==> src/rtl/calendar_pkg.sv <==
package calendar_pkg;
  localparam int NUM_FIELDS = 6;
  localparam int FIELD_W    = 8;

  // field index: 0 sec, 1 min, 2 hour, 3 day, 4 month, 5 year
  typedef logic [NUM_FIELDS-1:0][FIELD_W-1:0] calTime_t;

  typedef struct packed {
    logic                  advance;
    logic [NUM_FIELDS-1:0] wrTime;
    logic [NUM_FIELDS-1:0] wrAlarm;
    logic [FIELD_W-1:0]    data;
  } calStrobe_t;

  typedef struct packed {
    logic minRoll;
    logic hourRoll;
    logic dayRoll;
  } calRoll_t;

  function automatic logic [7:0] bcdInc(input logic [7:0] v);
    if (v[3:0] == 4'd9) return {v[7:4] + 4'd1, 4'd0};
    else                return {v[7:4], v[3:0] + 4'd1};
  endfunction

  function automatic logic isLeap(input logic [7:0] yr);
    logic [1:0] rem;
    rem = {yr[4], 1'b0} + yr[1:0];
    return rem == 2'd0;
  endfunction

  function automatic logic [7:0] lastDay(input logic [7:0] mon, input logic [7:0] yr);
    case (mon)
      8'h02:                      return isLeap(yr) ? 8'h29 : 8'h28;
      8'h04, 8'h06, 8'h09, 8'h11: return 8'h30;
      default:                    return 8'h31;
    endcase
  endfunction

  function automatic logic [7:0] fieldTop(input int idx, input logic [7:0] dayTop);
    case (idx)
      0, 1:    return 8'h59;
      2:       return 8'h23;
      3:       return dayTop;
      4:       return 8'h12;
      default: return 8'h99;
    endcase
  endfunction

  function automatic logic [7:0] fieldFloor(input int idx);
    return (idx == 3 || idx == 4) ? 8'h01 : 8'h00;
  endfunction
endpackage

==> src/rtl/calendar_datapath.sv <==
module calendar_datapath
  import calendar_pkg::*;
(
  input  logic       clk,
  input  logic       rstN,
  input  calStrobe_t strobe,
  output calTime_t   curTime,
  output calTime_t   alarmTime,
  output logic       alarmMatch,
  output calRoll_t   rolls
);
  logic [NUM_FIELDS:0]   carry;
  logic [NUM_FIELDS-1:0] atTop;
  calTime_t              nxtTime;
  logic [7:0]            dayTop;

  always_comb begin
    dayTop   = lastDay(curTime[4], curTime[5]);
    carry[0] = 1'b1;
    for (int i = 0; i < NUM_FIELDS; i++) begin
      atTop[i]   = curTime[i] == fieldTop(i, dayTop);
      carry[i+1] = carry[i] && atTop[i];
      if (!carry[i])     nxtTime[i] = curTime[i];
      else if (atTop[i]) nxtTime[i] = fieldFloor(i);
      else               nxtTime[i] = bcdInc(curTime[i]);
    end
  end

  assign rolls.minRoll  = carry[1];
  assign rolls.hourRoll = carry[2];
  assign rolls.dayRoll  = carry[3];

  for (genvar g = 0; g < NUM_FIELDS; g++) begin : gField
    always_ff @(posedge clk) begin
      if (!rstN) begin
        curTime[g]   <= fieldFloor(g);
        alarmTime[g] <= '0;
      end else begin
        if (strobe.wrTime[g])      curTime[g] <= strobe.data;
        else if (strobe.advance)   curTime[g] <= nxtTime[g];
        if (strobe.wrAlarm[g])     alarmTime[g] <= strobe.data;
      end
    end
  end

  assign alarmMatch = curTime == alarmTime;
endmodule

==> src/rtl/calendar_ctrl.sv <==
module calendar_ctrl
  import calendar_pkg::*;
#(
  parameter int PRESCALE_BITS = 15
) (
  input  logic       clk,
  input  logic       rstN,
  input  logic       tickEn,
  input  logic       wrEn,
  input  logic [7:0] addr,
  input  logic [7:0] wrData,
  input  calTime_t   curTime,
  input  calTime_t   alarmTime,
  input  logic       alarmMatch,
  input  calRoll_t   rolls,
  output calStrobe_t strobe,
  output logic [7:0] rdData,
  output logic       secEvent,
  output logic       alarmEvent,
  output logic       irq,
  output logic       busy,
  output logic       runBit,
  output logic       alarmSt
);
  localparam logic [PRESCALE_BITS-1:0] PRE_MAX = '1;
  localparam logic [7:0] CTRL_OFS = 8'h40;
  localparam logic [7:0] STAT_OFS = 8'h44;
  localparam logic [7:0] IEN_OFS  = 8'h48;

  logic [PRESCALE_BITS-1:0] preCnt;
  logic       advance, justAdv, alarmHit;
  logic       secSt, minSt, hourSt, daySt;
  logic       alarmIen, timerIen;
  logic [2:0] fieldIdx;
  logic       isTime, isAlarm, wrStat;

  assign fieldIdx = addr[4:2];
  assign isTime   = addr[7:5] == 3'b000 && addr[1:0] == 2'b00 && fieldIdx < 3'd6;
  assign isAlarm  = addr[7:5] == 3'b001 && addr[1:0] == 2'b00 && fieldIdx < 3'd6;
  assign wrStat   = wrEn && addr == STAT_OFS;

  assign busy    = runBit && preCnt == PRE_MAX;
  assign advance = busy && tickEn;

  assign strobe.advance = advance;
  assign strobe.data    = wrData;
  for (genvar g = 0; g < NUM_FIELDS; g++) begin : gStrobe
    assign strobe.wrTime[g]  = wrEn && isTime  && fieldIdx == 3'(g);
    assign strobe.wrAlarm[g] = wrEn && isAlarm && fieldIdx == 3'(g);
  end

  assign alarmHit = justAdv && alarmMatch;

  always_ff @(posedge clk) begin
    if (!rstN) begin
      preCnt     <= '0;
      runBit     <= 1'b0;
      alarmIen   <= 1'b0;
      timerIen   <= 1'b0;
      justAdv    <= 1'b0;
      secEvent   <= 1'b0;
      alarmEvent <= 1'b0;
      secSt      <= 1'b0;
      minSt      <= 1'b0;
      hourSt     <= 1'b0;
      daySt      <= 1'b0;
      alarmSt    <= 1'b0;
    end else begin
      if (runBit && tickEn) preCnt <= preCnt + 1'b1;
      if (wrEn && addr == CTRL_OFS) runBit <= wrData[0];
      if (wrEn && addr == IEN_OFS) begin
        alarmIen <= wrData[3];
        timerIen <= wrData[2];
      end
      justAdv    <= advance;
      secEvent   <= advance;
      alarmEvent <= alarmHit;
      secSt   <= advance                    || (secSt   && !(wrStat && wrData[2]));
      minSt   <= (advance && rolls.minRoll)  || (minSt   && !(wrStat && wrData[3]));
      hourSt  <= (advance && rolls.hourRoll) || (hourSt  && !(wrStat && wrData[4]));
      daySt   <= (advance && rolls.dayRoll)  || (daySt   && !(wrStat && wrData[5]));
      alarmSt <= alarmHit                   || (alarmSt && !(wrStat && wrData[6]));
    end
  end

  assign irq = (alarmSt && alarmIen) || (secEvent && timerIen);

  always_comb begin
    rdData = '0;
    if (isTime)       rdData = curTime[fieldIdx];
    else if (isAlarm) rdData = alarmTime[fieldIdx];
    else begin
      case (addr)
        CTRL_OFS: rdData = {7'b0, runBit};
        STAT_OFS: rdData = {1'b0, alarmSt, daySt, hourSt, minSt, secSt, runBit, busy};
        IEN_OFS:  rdData = {4'b0, alarmIen, timerIen, 2'b0};
        default:  rdData = '0;
      endcase
    end
  end
endmodule

==> src/rtl/bcd_calendar_clock.sv <==
module bcd_calendar_clock
  import calendar_pkg::*;
#(
  parameter int PRESCALE_BITS = 15
) (
  input  logic       clk,
  input  logic       rstN,
  input  logic       tickEn,
  input  logic       wrEn,
  input  logic [7:0] addr,
  input  logic [7:0] wrData,
  output logic [7:0] rdData,
  output logic       secEvent,
  output logic       alarmEvent,
  output logic       irq
);
  calStrobe_t strobe;
  calTime_t   curTime, alarmTime;
  calRoll_t   rolls;
  logic       alarmMatch, busy, runBit, alarmSt;

  calendar_ctrl #(.PRESCALE_BITS(PRESCALE_BITS)) u_ctrl (
    .clk(clk), .rstN(rstN), .tickEn(tickEn), .wrEn(wrEn), .addr(addr),
    .wrData(wrData), .curTime(curTime), .alarmTime(alarmTime),
    .alarmMatch(alarmMatch), .rolls(rolls), .strobe(strobe), .rdData(rdData),
    .secEvent(secEvent), .alarmEvent(alarmEvent), .irq(irq), .busy(busy),
    .runBit(runBit), .alarmSt(alarmSt)
  );

  calendar_datapath u_dp (
    .clk(clk), .rstN(rstN), .strobe(strobe), .curTime(curTime),
    .alarmTime(alarmTime), .alarmMatch(alarmMatch), .rolls(rolls)
  );
endmodule

==> config.mk <==
export PLATFORM = sky130hd
export DESIGN_NAME = bcd_calendar_clock
export DESIGN_NICKNAME = d
export VERILOG_FILES = /design/src/rtl/calendar_pkg.sv /design/src/rtl/calendar_datapath.sv /design/src/rtl/calendar_ctrl.sv /design/src/rtl/bcd_calendar_clock.sv
export SDC_FILE = /design/constraint.sdc
export NUM_CORES = 1
export LEC_CHECK = 0
export BUFFER_PORTS_ARGS = -buffer_cell sky130_fd_sc_hd__buf_2
export CAP_MARGIN = 0
export CELL_PAD_IN_SITES_DETAIL_PLACEMENT = 1
export CELL_PAD_IN_SITES_GLOBAL_PLACEMENT = 1
export CORE_ASPECT_RATIO = 0.5
export CORE_UTILIZATION = 35
export DETAILED_ROUTE_END_ITERATION = 8
export PLACE_DENSITY = 0.72
export SKIP_LAST_GASP = 1
export SYNTH_ARGS = -nofsm -noshare
export SYNTH_HDL_FRONTEND = slang
export SYNTH_SLANG_ARGS = --single-unit
==> constraint.sdc <==
create_clock -name clk -period 3.5 [get_ports clk]
set_input_delay 0.35 -clock clk [delete_from_list [all_inputs] [get_ports clk]]
set_output_delay 0.35 -clock clk [all_outputs]
set_load 0.05 [all_outputs]
==> results.py, run 1 <==
metrics = {
    "status": {
        "status": "finished, final reports clean",
    },
    "place": {
        "gp_congestion": 0.977,
        "io_buffers": 30,
        "place_inst": 1223,
        "dpl.hpwl_um": 21000,
    },
    "cts": {
        "clk_pin_slew_worst_paths_ns": 0.07,
        "cts_tree": "done",
        "cts-buffers-inserted": 17,
        "cts-root-buf": "clkbuf_16",
        "cts_sinks": 121,
        "post_cts_buffers": 0,
        "ctsResizeCount": 0,
        "clockBufferDepth": 2,
        "h-tree-depth": 4,
        "cts_hold_buf": 0,
        "clk_latency_ns": 0.44,
    },
    "yosys": {
        "synth_top_flop_cell": "dfxtp_1",
        "syn_area_um2": 7760,
        "synthTopCellsByArea": "dfxtp_1 31%, mux2i_1 7.9%, xor2_1 6.9%, nand2_1 5.3%, nor2_1 4.7%",
        "synth_edf_count": 0,
        "postSynthAreaPerCell_um2": 8.28,
        "yosysWarnings": 0,
        "synth_cells": 938,
        "async_flop_share_pct": 0,
        "yosysSeqAreaShare_pct": 31.2,
        "yosys.cell_types.count": 77,
        "synth_top_cell_by_area": "dfxtp_1",
        "synth_nets": 981,
        "netlist.area_leader.share_pct": 31.2,
        "ys_ff_latch": 121,
    },
    "worst_setup_path": {
        "cpMostUsedCell": "buf_2",
        "cp-start-kind": "primary input",
        "crit_family": "simple AND/OR/NAND/NOR gates",
        "reg2reg_setup_slack_ns": 0.54,
        "path_cells": "buf_2 > or4_1 > nor4b_1 > and2_1 > nand2_1 > a21oi_1 > buf_2",
        "worst-path-buf-inv": 2,
        "slowest_delay_ns": 0.68,
        "cp_slowest_cell": "or4_1",
        "crit_fanout": 14,
        "arrival_ns": 2.73,
        "crit_type": "in -> out",
        "worstPathRequired_ns": 3.15,
        "cp-end-kind": "output pin",
    },
    "final_layout": {
        "syn2layout_area_growth_pct": 13.3,
        "nNetsFinal": 985,
        "drive_gt1_share_pct": 13.4,
        "fin_util_pct": 40.5,
        "fin_cells": 1257,
    },
    "timing": {
        "period_share_pct": 87.9,
        "finalSetupTns_ns": 0,
        "skew_ns": 0.00881,
        "period_needed_ns": 3.08,
        "slew_violations": 0,
        "finalSetupViolations": 0,
        "tightestPinTransition_ns": 0.938,
        "hold_violations": 0,
        "whs_ns": 0.287,
        "rsz0062_at_grt": "no",
        "fmax_mhz": 325,
        "slew_headroom_pct": 37.5,
    },
    "floorplanning": {
        "core_um2": 21700,
        "die_x_um": 213,
        "start_util_pct": 35.7,
        "rows": 38,
        "boundaryPins": 31,
        "die_area_um2": 22800,
        "die_h_um": 107,
    },
    "flow_run": {
        "max_cap_viol_count": 0,
    },
    "grt": {
        "grt_usage_pct": 26.5,
        "antenna_found_initial": 0,
        "grt.overflow.total": 0,
        "grt_max_degree": 54,
        "grt_pass1_wl_um": 44600,
        "first_global_vias": 7523,
    },
    "worst_hold_path": {
        "hold_class": "in -> reg",
    },
    "route": {
        "drc": 0,
        "first_pass_iters": 5,
        "dr_total_vias": 7469,
        "drt_iter0_markers": 662,
        "avgRoutedWirePerCell_um": 23.2,
        "detail_route.vias_per_cell": 5.94,
        "routed_wl_um": 29100,
        "antenna_left": 0,
    },
    "power": {
        "total_power_uw": 3400,
        "powerDensity_nw_per_um2": 386,
        "peakVddDrop_v": 0.000254,
        "leakage_uw": 0.00356,
    },
}
-- area by class of cell --
cell class                      count  area, µm²
Sequential cell                   121       2420
Antenna cell                        2       5.00
Fill cell                        2562      12900
Tap cell                          300        375
Clock inverter                     14        165
Inverter                           19       71.3
Timing Repair Buffer               51        308
Multi-Input combinational cell    732       5010
Clock buffer                       18        439
-- report_power, final --
part           internal (µW)  total [µW]  leakage (µW)  switching, µW
Sequential              1380        1390      0.000974           8.20
Clock                   1090        1840      0.000295            750
Combinational           44.6         177       0.00229            132
-- synth_stat cells (4+ instances only) --
cell type  instances
nor3_1            19
nand3b_1           6
and3_1             6
xnor2_1            6
or3_1              9
a21oi_1           52
o211ai_1           6
nand4_1           16
buf_2             11
or4_1              8
mux4_2            16
o21ai_0           42
nor4_1            25
xor2_1            61
mux2i_1           61
nand3_1           36
clkbuf_1          52
nor2b_1            7
inv_1             17
and3b_1            4
a31oi_1           14
nor3b_1            5
dfxtp_1          121
and2_1             6
ha_1              23
nand2_1          110
nor2_1            98
a211oi_1          17
-- flip-flops by register name (all words and copies together), names as in the netlist --
register / cells
u_ctrl.alarmSt: 1
u_dp.alarmTime: 48
u_ctrl.daySt: 1
u_ctrl.timerIen: 1
u_ctrl.minSt: 1
u_ctrl.hourSt: 1
u_ctrl.alarmIen: 1
u_ctrl.alarmEvent: 1
u_ctrl.preCnt: 15
u_ctrl.runBit: 1
u_ctrl.secSt: 1
u_dp.curTime: 48
u_ctrl.secEvent: 1
-- layer usage --
| metal | up-vias | global-route usage [%] | part of all wire [%] |
|---|---|---|---|
| li1 | 3405 | - | - |
| met1 | 3754 | 35.1 | 45 |
| met2 | 248 | 41.6 | 45 |
| met3 | 62 | 6.83 | 7.8 |
| met4 | 0 | 9.71 | 2.4 |
| met5 | - | 0 | 0 |
-- final timing paths --
path / end / cells after the start / start
worst max register to register: u_dp.curTime[41] / 7 / u_dp.curTime[8]
worst min register to register: u_ctrl.hourSt / 2 / u_ctrl.hourSt
worst min-delay path: u_ctrl.timerIen / 3 / wrEn
worst max-delay path: rdData[4] / 7 / addr[5]
-- placed cells by master, fill, tap and decap left out, drive strengths merged, types with 7 or more instances in the layout --
master  synthesis  final
mux4           16     16
nand4          18     18
a211oi         17     17
nor4           30     30
xor2           61     61
a31oi          14     14
inv            19     24
a21oi          52     52
buf            13     51
nand2         110    110
nand3          37     37
or4            10     10
or3             9      9
o21ai          44     44
ha             23     23
and2            7      7
dfxtp         121    121
clkbuf         53     18
nor2b           7      7
nor3           20     20
nor2           98     98
mux2i          61     61
-- worst reg2reg max path, cell delays in order, from the launching register on --
cell and delay (ns):
dfxtp_1 0.45, ha_1 0.22, and3b_1 0.32, nand4_2 0.27
or4_1 0.74, a2111oi_4 0.49, mux2i_1 0.25, a21oi_1 0.08
-- per-stage QoR --
stage / setup slack (ns) / cell area, µm²
after floorplan: 0.355 / 7760
after global placement: 0.563 / 8190
after detailed placement: 0.469 / 8190
after CTS: 0.458 / 8800
after global routing: 0.321 / 8800
final: 0.425 / 8800
-- cells by family after synthesis --
| kind of cell | after synthesis | share of synthesized area [%] |
|---|---|---|
| AOI/OAI and AO/OA | 177 | 14.8 |
| xor gates and xnor gates | 67 | 7.56 |
| adders and majority gates | 23 | 3.71 |
| buffers and inverters | 85 | 4.30 |
| DFF | 121 | 31.2 |
| muxes | 77 | 12.5 |
| and+or+nand+nor | 388 | 25.9 |
Note: power is estimated with default switching activity, not from simulation.
==> run 2, diff against run 1 <==
--- a/config.mk
+++ b/config.mk
@@ -10,8 +10,10 @@
 export CELL_PAD_IN_SITES_DETAIL_PLACEMENT = 1
 export CELL_PAD_IN_SITES_GLOBAL_PLACEMENT = 1
 export CORE_ASPECT_RATIO = 0.5
+export CORE_MARGIN = 2
 export CORE_UTILIZATION = 35
 export DETAILED_ROUTE_END_ITERATION = 8
+export GPL_ROUTABILITY_DRIVEN = 0
 export PLACE_DENSITY = 0.72
 export SKIP_LAST_GASP = 1
 export SYNTH_ARGS = -nofsm -noshare
==> run 2 against run 1 <==
Non-clock buffer count unchanged. Total power rose by 0.54%. Sequential share of layout area is the same. Critical path depth is the same. Die area increased by 2.8%. First-iteration DRC count up 13%. Clock power barely moved. Maximum frequency rose by 1.3%. Cell area did not move. Critical endpoint is now u_dp.curTime[42].
==> results.py, run 2 (synthesis results as in run 1) <==
metrics = {
    "final_layout": {
        "top_regs": "u_dp.alarmTime: 48 flops, u_dp.curTime: 48 flops, u_ctrl.preCnt: 15 flops",
        "regArea_um2": 2420,
        "multiInputGateArea_um2": 5010,
        "num-fill-cells": 2593,
        "final_common_cell": "dfxtp_1",
        "syn2layout_area_growth_pct": 13.3,
        "drive_gt1_share_pct": 13.3,
        "mostFrequentLayoutCells": "121 x dfxtp_1, 110 x nand2_1, 98 x nor2_1",
        "nNetsFinal": 985,
        "design_area_um2": 8800,
    },
    "floorplanning": {
        "start_util_pct": 35.7,
        "core_um2": 21700,
        "die_x_um": 215,
        "rows": 38,
        "boundaryPins": 31,
        "die_area_um2": 23500,
        "die_h_um": 109,
    },
    "timing": {
        "fmax_mhz": 330,
        "slew_headroom_pct": 31.2,
        "finalSetupViolations": 0,
        "hold_violations": 0,
        "rsz0062_at_grt": "no",
        "skew_ns": 0.0116,
        "period_share_pct": 86.7,
        "tightestPinTransition_ns": 1.02,
        "period_needed_ns": 3.03,
        "slew_violations": 0,
        "finalSetupTns_ns": 0,
    },
    "worst_hold_path": {
        "min_path_cells": 3,
        "hold_class": "in -> reg",
    },
    "cts": {
        "cts_tree": "done",
        "clk_latency_ns": 0.44,
        "clockBufferDepth": 2,
        "h-tree-depth": 4,
        "clk_pin_slew_worst_paths_ns": 0.06,
        "cts-root-buf": "clkbuf_16",
        "cts-buffers-inserted": 17,
        "post_cts_buffers": 0,
        "cts_sinks": 121,
        "cts_hold_buf": 0,
        "ctsResizeCount": 0,
    },
    "route": {
        "routed_wl_um": 29200,
        "drt_iter0_markers": 750,
        "detail_route.vias_per_cell": 6.01,
        "drc": 0,
        "avgRoutedWirePerCell_um": 23.2,
        "antenna_left": 0,
        "first_pass_iters": 5,
        "dr_total_vias": 7539,
    },
    "place": {
        "dpl_cell_area_um2": 8190,
        "dpl.hpwl_um": 21400,
        "io_buffers": 30,
    },
    "status": {
        "status": "finished, final reports clean",
    },
    "worst_setup_path": {
        "crit_type": "reg -> reg",
        "r2r_cells": 7,
        "cp-end-kind": "register",
        "crit_fanout": 8,
        "cp-start-kind": "register",
        "worstPathRequired_ns": 3.81,
        "arrival_ns": 3.34,
    },
    "grt": {
        "first_global_vias": 7499,
        "grt.overflow.total": 0,
        "grt_max_degree": 57,
        "grt_usage_pct": 25.6,
        "grt_pass1_wl_um": 44800,
        "antenna_found_initial": 1,
    },
    "power": {
        "powerDensity_nw_per_um2": 388,
        "peakVddDrop_v": 0.000229,
        "leakage_uw": 0.00356,
    },
    "flow_run": {
        "max_cap_viol_count": 0,
    },
}
run 2: changes by cell type in the layout (fill, tap and decap cells not counted), sizes merged:
cell,change
inv,-2
bufinv,+1
diode,-1
clkinv,-1
clkinvlp,+1
run 2: critical path: stages, from the launching register on:
cell	delay [ns]
dfxtp_1	0.46
ha_1	0.22
and3b_1	0.34
nand4_2	0.26
or4_1	0.74
a2111oi_4	0.52
mux2i_1	0.25
o22ai_1	0.10
run 2: metal layers:
metal	vias up	share of wire [%]	track usage (%)
met5	-	0	0
met4	0	2.5	10.5
met1	3800	45	33.7
li1	3402	-	-
met3	54	8.3	5.95
met2	283	45	40.9
run 2: cell type report:
class	instances	share of cell area, %
multi-input combinational	732	57.0
timing repair buffer	51	3.50
sequential	121	27.5
clock buffer	18	4.99
antenna	1	0.0284
inverter	19	0.810
tap	300	4.26
clock inverter	13	1.91
run 2: worst paths after layout:
kind | start | endpoint | slack [ns]
worst min-delay path | wrEn | u_ctrl.timerIen | 0.31
worst min register to register | u_ctrl.minSt | u_ctrl.minSt | 0.48
worst max register to register | u_dp.curTime[8] | u_dp.curTime[42] | 0.47
worst max-delay path | u_dp.curTime[8] | u_dp.curTime[42] | 0.47
run 2: where the power goes:
part	internal [µW]	switching, µW
Combinational	43.9	132
Sequential	1380	8.31
Clock	1140	715
run 2: metrics by stage:
step	total power [µW]	util [%]	std cells	hold slack [ns]	worst slack (ns)
2_1_floorplan	1520	-	938	0.437	0.355
3_3_place_gp	1590	37.7	1223	0.464	0.575
3_5_place_dp	1590	37.7	1223	0.467	0.527
4_1_cts	3440	40.5	1254	0.282	0.505
5_1_grt	3520	40.5	1255	0.304	0.273
6_report	3420	40.5	1255	0.307	0.466
==> run 3, diff against run 2 <==
--- a/config.mk
+++ b/config.mk
@@ -10,7 +10,6 @@
 export CELL_PAD_IN_SITES_DETAIL_PLACEMENT = 1
 export CELL_PAD_IN_SITES_GLOBAL_PLACEMENT = 1
 export CORE_ASPECT_RATIO = 0.5
-export CORE_MARGIN = 2
 export CORE_UTILIZATION = 35
 export DETAILED_ROUTE_END_ITERATION = 8
 export GPL_ROUTABILITY_DRIVEN = 0
==> run 3 against run 2 <==
Worst hold slack worse by 0.0095 ns. Critical path depth did not move. Die area down 2.7%.
==> results.py, run 3 (synthesis results as in run 1) <==
metrics = {
    "status": {
        "status": "finished, final reports clean",
    },
    "final_layout": {
        "multiInputGateArea_um2": 5010,
        "mostFrequentLayoutCells": "121 x dfxtp_1, 110 x nand2_1, 98 x nor2_1",
        "drive_gt1_share_pct": 13.6,
        "syn2layout_area_growth_pct": 13.2,
        "top_regs": "u_dp.alarmTime: 48 flops, u_dp.curTime: 48 flops, u_ctrl.preCnt: 15 flops",
        "nNetsFinal": 987,
        "num-fill-cells": 2585,
        "regArea_um2": 2420,
        "final_common_cell": "dfxtp_1",
    },
    "floorplanning": {
        "die_x_um": 213,
        "rows": 38,
        "die_h_um": 107,
        "start_util_pct": 35.7,
        "boundaryPins": 31,
        "core_um2": 21700,
        "die_area_um2": 22800,
    },
    "power": {
        "switching_share_pct": 27.6,
        "switching_power_uw": 927,
        "leakage_uw": 0.00355,
        "clock_power_share_pct": 53.3,
        "power_frac_seq_pct": 41.4,
        "peakVddDrop_v": 0.000285,
        "comb_power_share_pct": 5.3,
        "p_int_uw": 2430,
        "total_power_uw": 3360,
        "powerDensity_nw_per_um2": 382,
    },
    "cts": {
        "clockBufferDepth": 2,
        "h-tree-depth": 4,
        "cts-root-buf": "clkbuf_16",
        "clk_pin_slew_worst_paths_ns": 0.06,
        "cts-buffers-inserted": 17,
        "post_cts_buffers": 0,
        "cts_tree": "done",
        "cts_hold_buf": 0,
        "ctsResizeCount": 0,
        "cts_sinks": 121,
        "clk_latency_ns": 0.44,
    },
    "route": {
        "drt_iter0_markers": 763,
        "avgRoutedWirePerCell_um": 23.4,
        "routed_wl_um": 29400,
        "first_pass_iters": 5,
        "antenna_left": 0,
        "drc": 0,
        "dr_total_vias": 7507,
        "detail_route.vias_per_cell": 5.97,
    },
    "grt": {
        "grt.overflow.total": 0,
        "grt_max_degree": 62,
        "grt_pass1_wl_um": 44900,
        "first_global_vias": 7455,
        "antenna_found_initial": 1,
        "grt_usage_pct": 26.6,
    },
    "worst_setup_path": {
        "crit_fanout": 14,
        "cp_slowest_cell": "or4_1",
        "path_cells": "buf_2 > or4_1 > nor4b_1 > and2_1 > nand2_1 > a21oi_1 > buf_2",
        "cp-start-kind": "primary input",
        "worst-path-buf-inv": 2,
        "crit_type": "in -> out",
        "worstPathRequired_ns": 3.15,
        "arrival_ns": 2.71,
        "slowest_delay_ns": 0.68,
        "crit_family": "simple AND/OR/NAND/NOR gates",
        "cpMostUsedCell": "buf_2",
        "cp-end-kind": "output pin",
    },
    "timing": {
        "slew_violations": 0,
        "skew_ns": 0.00963,
        "whs_ns": 0.297,
        "rsz0062_at_grt": "no",
        "tightestPinTransition_ns": 0.876,
        "hold_violations": 0,
        "finalSetupViolations": 0,
        "layout_setup_ws_ns": 0.441,
        "fmax_mhz": 327,
        "period_share_pct": 87.4,
        "slew_headroom_pct": 41.0,
        "finalSetupTns_ns": 0,
        "period_needed_ns": 3.06,
    },
    "place": {
        "io_buffers": 30,
        "dpl.hpwl_um": 21100,
        "dp_slack_ns": 0.491,
    },
    "flow_run": {
        "max_cap_viol_count": 0,
    },
    "worst_hold_path": {
        "hold_class": "in -> reg",
    },
}
[run 3: changes by cell type in the layout (fill, tap and decap cells not counted), sizes merged]
cell and delta:
buf +2, bufinv -2, clkbuf -1, clkinv -4, clkinvlp +2, inv +6
[run 3: layout make-up]
cell class / count / area share (%)
Timing Repair Buffer: 53 / 3.67
Inverter: 19 / 0.811
Antenna cell: 1 / 0.0285
Tap cell: 300 / 4.27
Multi-Input combinational cell: 732 / 57.1
Clock buffer: 17 / 4.84
Clock inverter: 15 / 1.77
Sequential cell: 121 / 27.6
[run 3: through the flow]
step                std cells  area [µm²]  util [%]
global route             1258        8790      40.5
floorplan                 938        7760         -
detailed placement       1225        8210      37.8
global placement         1225        8210      37.8
CTS                      1257        8790      40.4
finish                   1258        8790      40.5
[run 3: routing by layer]
metal | vias to the layer above | GRT usage, % | routed length, µm
met3 | 47 | 6.13 | 2150
li1 | 3401 | - | -
met4 | 0 | 8.63 | 700
met5 | - | 0 | 0
met1 | 3804 | 36.0 | 13300
met2 | 255 | 41.9 | 13200
[run 3: power groups by stage]
stage	Sequential (µW)	Clock, µW	Combinational, µW
2_1_floorplan	1410	0	106
3_3_place_gp	1420	0	171
3_5_place_dp	1420	0	173
4_1_cts	1390	1800	174
5_1_grt	1390	1870	186
6_report	1390	1790	178
[run 3: worst register-to-register path, stage by stage, from the launching register on]
cell       delay [ns]
dfxtp_1          0.47
ha_1             0.22
and3b_1          0.33
nand4_2          0.26
or4_1            0.74
a2111oi_4        0.52
mux2i_1          0.25
o22ai_1          0.10
[run 3: final timing paths]
kind / start / endpoint / slack, ns / cells past startpoint
max reg2reg: u_dp.curTime[8] / u_dp.curTime[42] / 0.47 / 7
min: wrEn / u_ctrl.alarmIen / 0.30 / 3
max: addr[5] / rdData[4] / 0.44 / 7
min reg2reg: u_ctrl.hourSt / u_ctrl.hourSt / 0.49 / 2
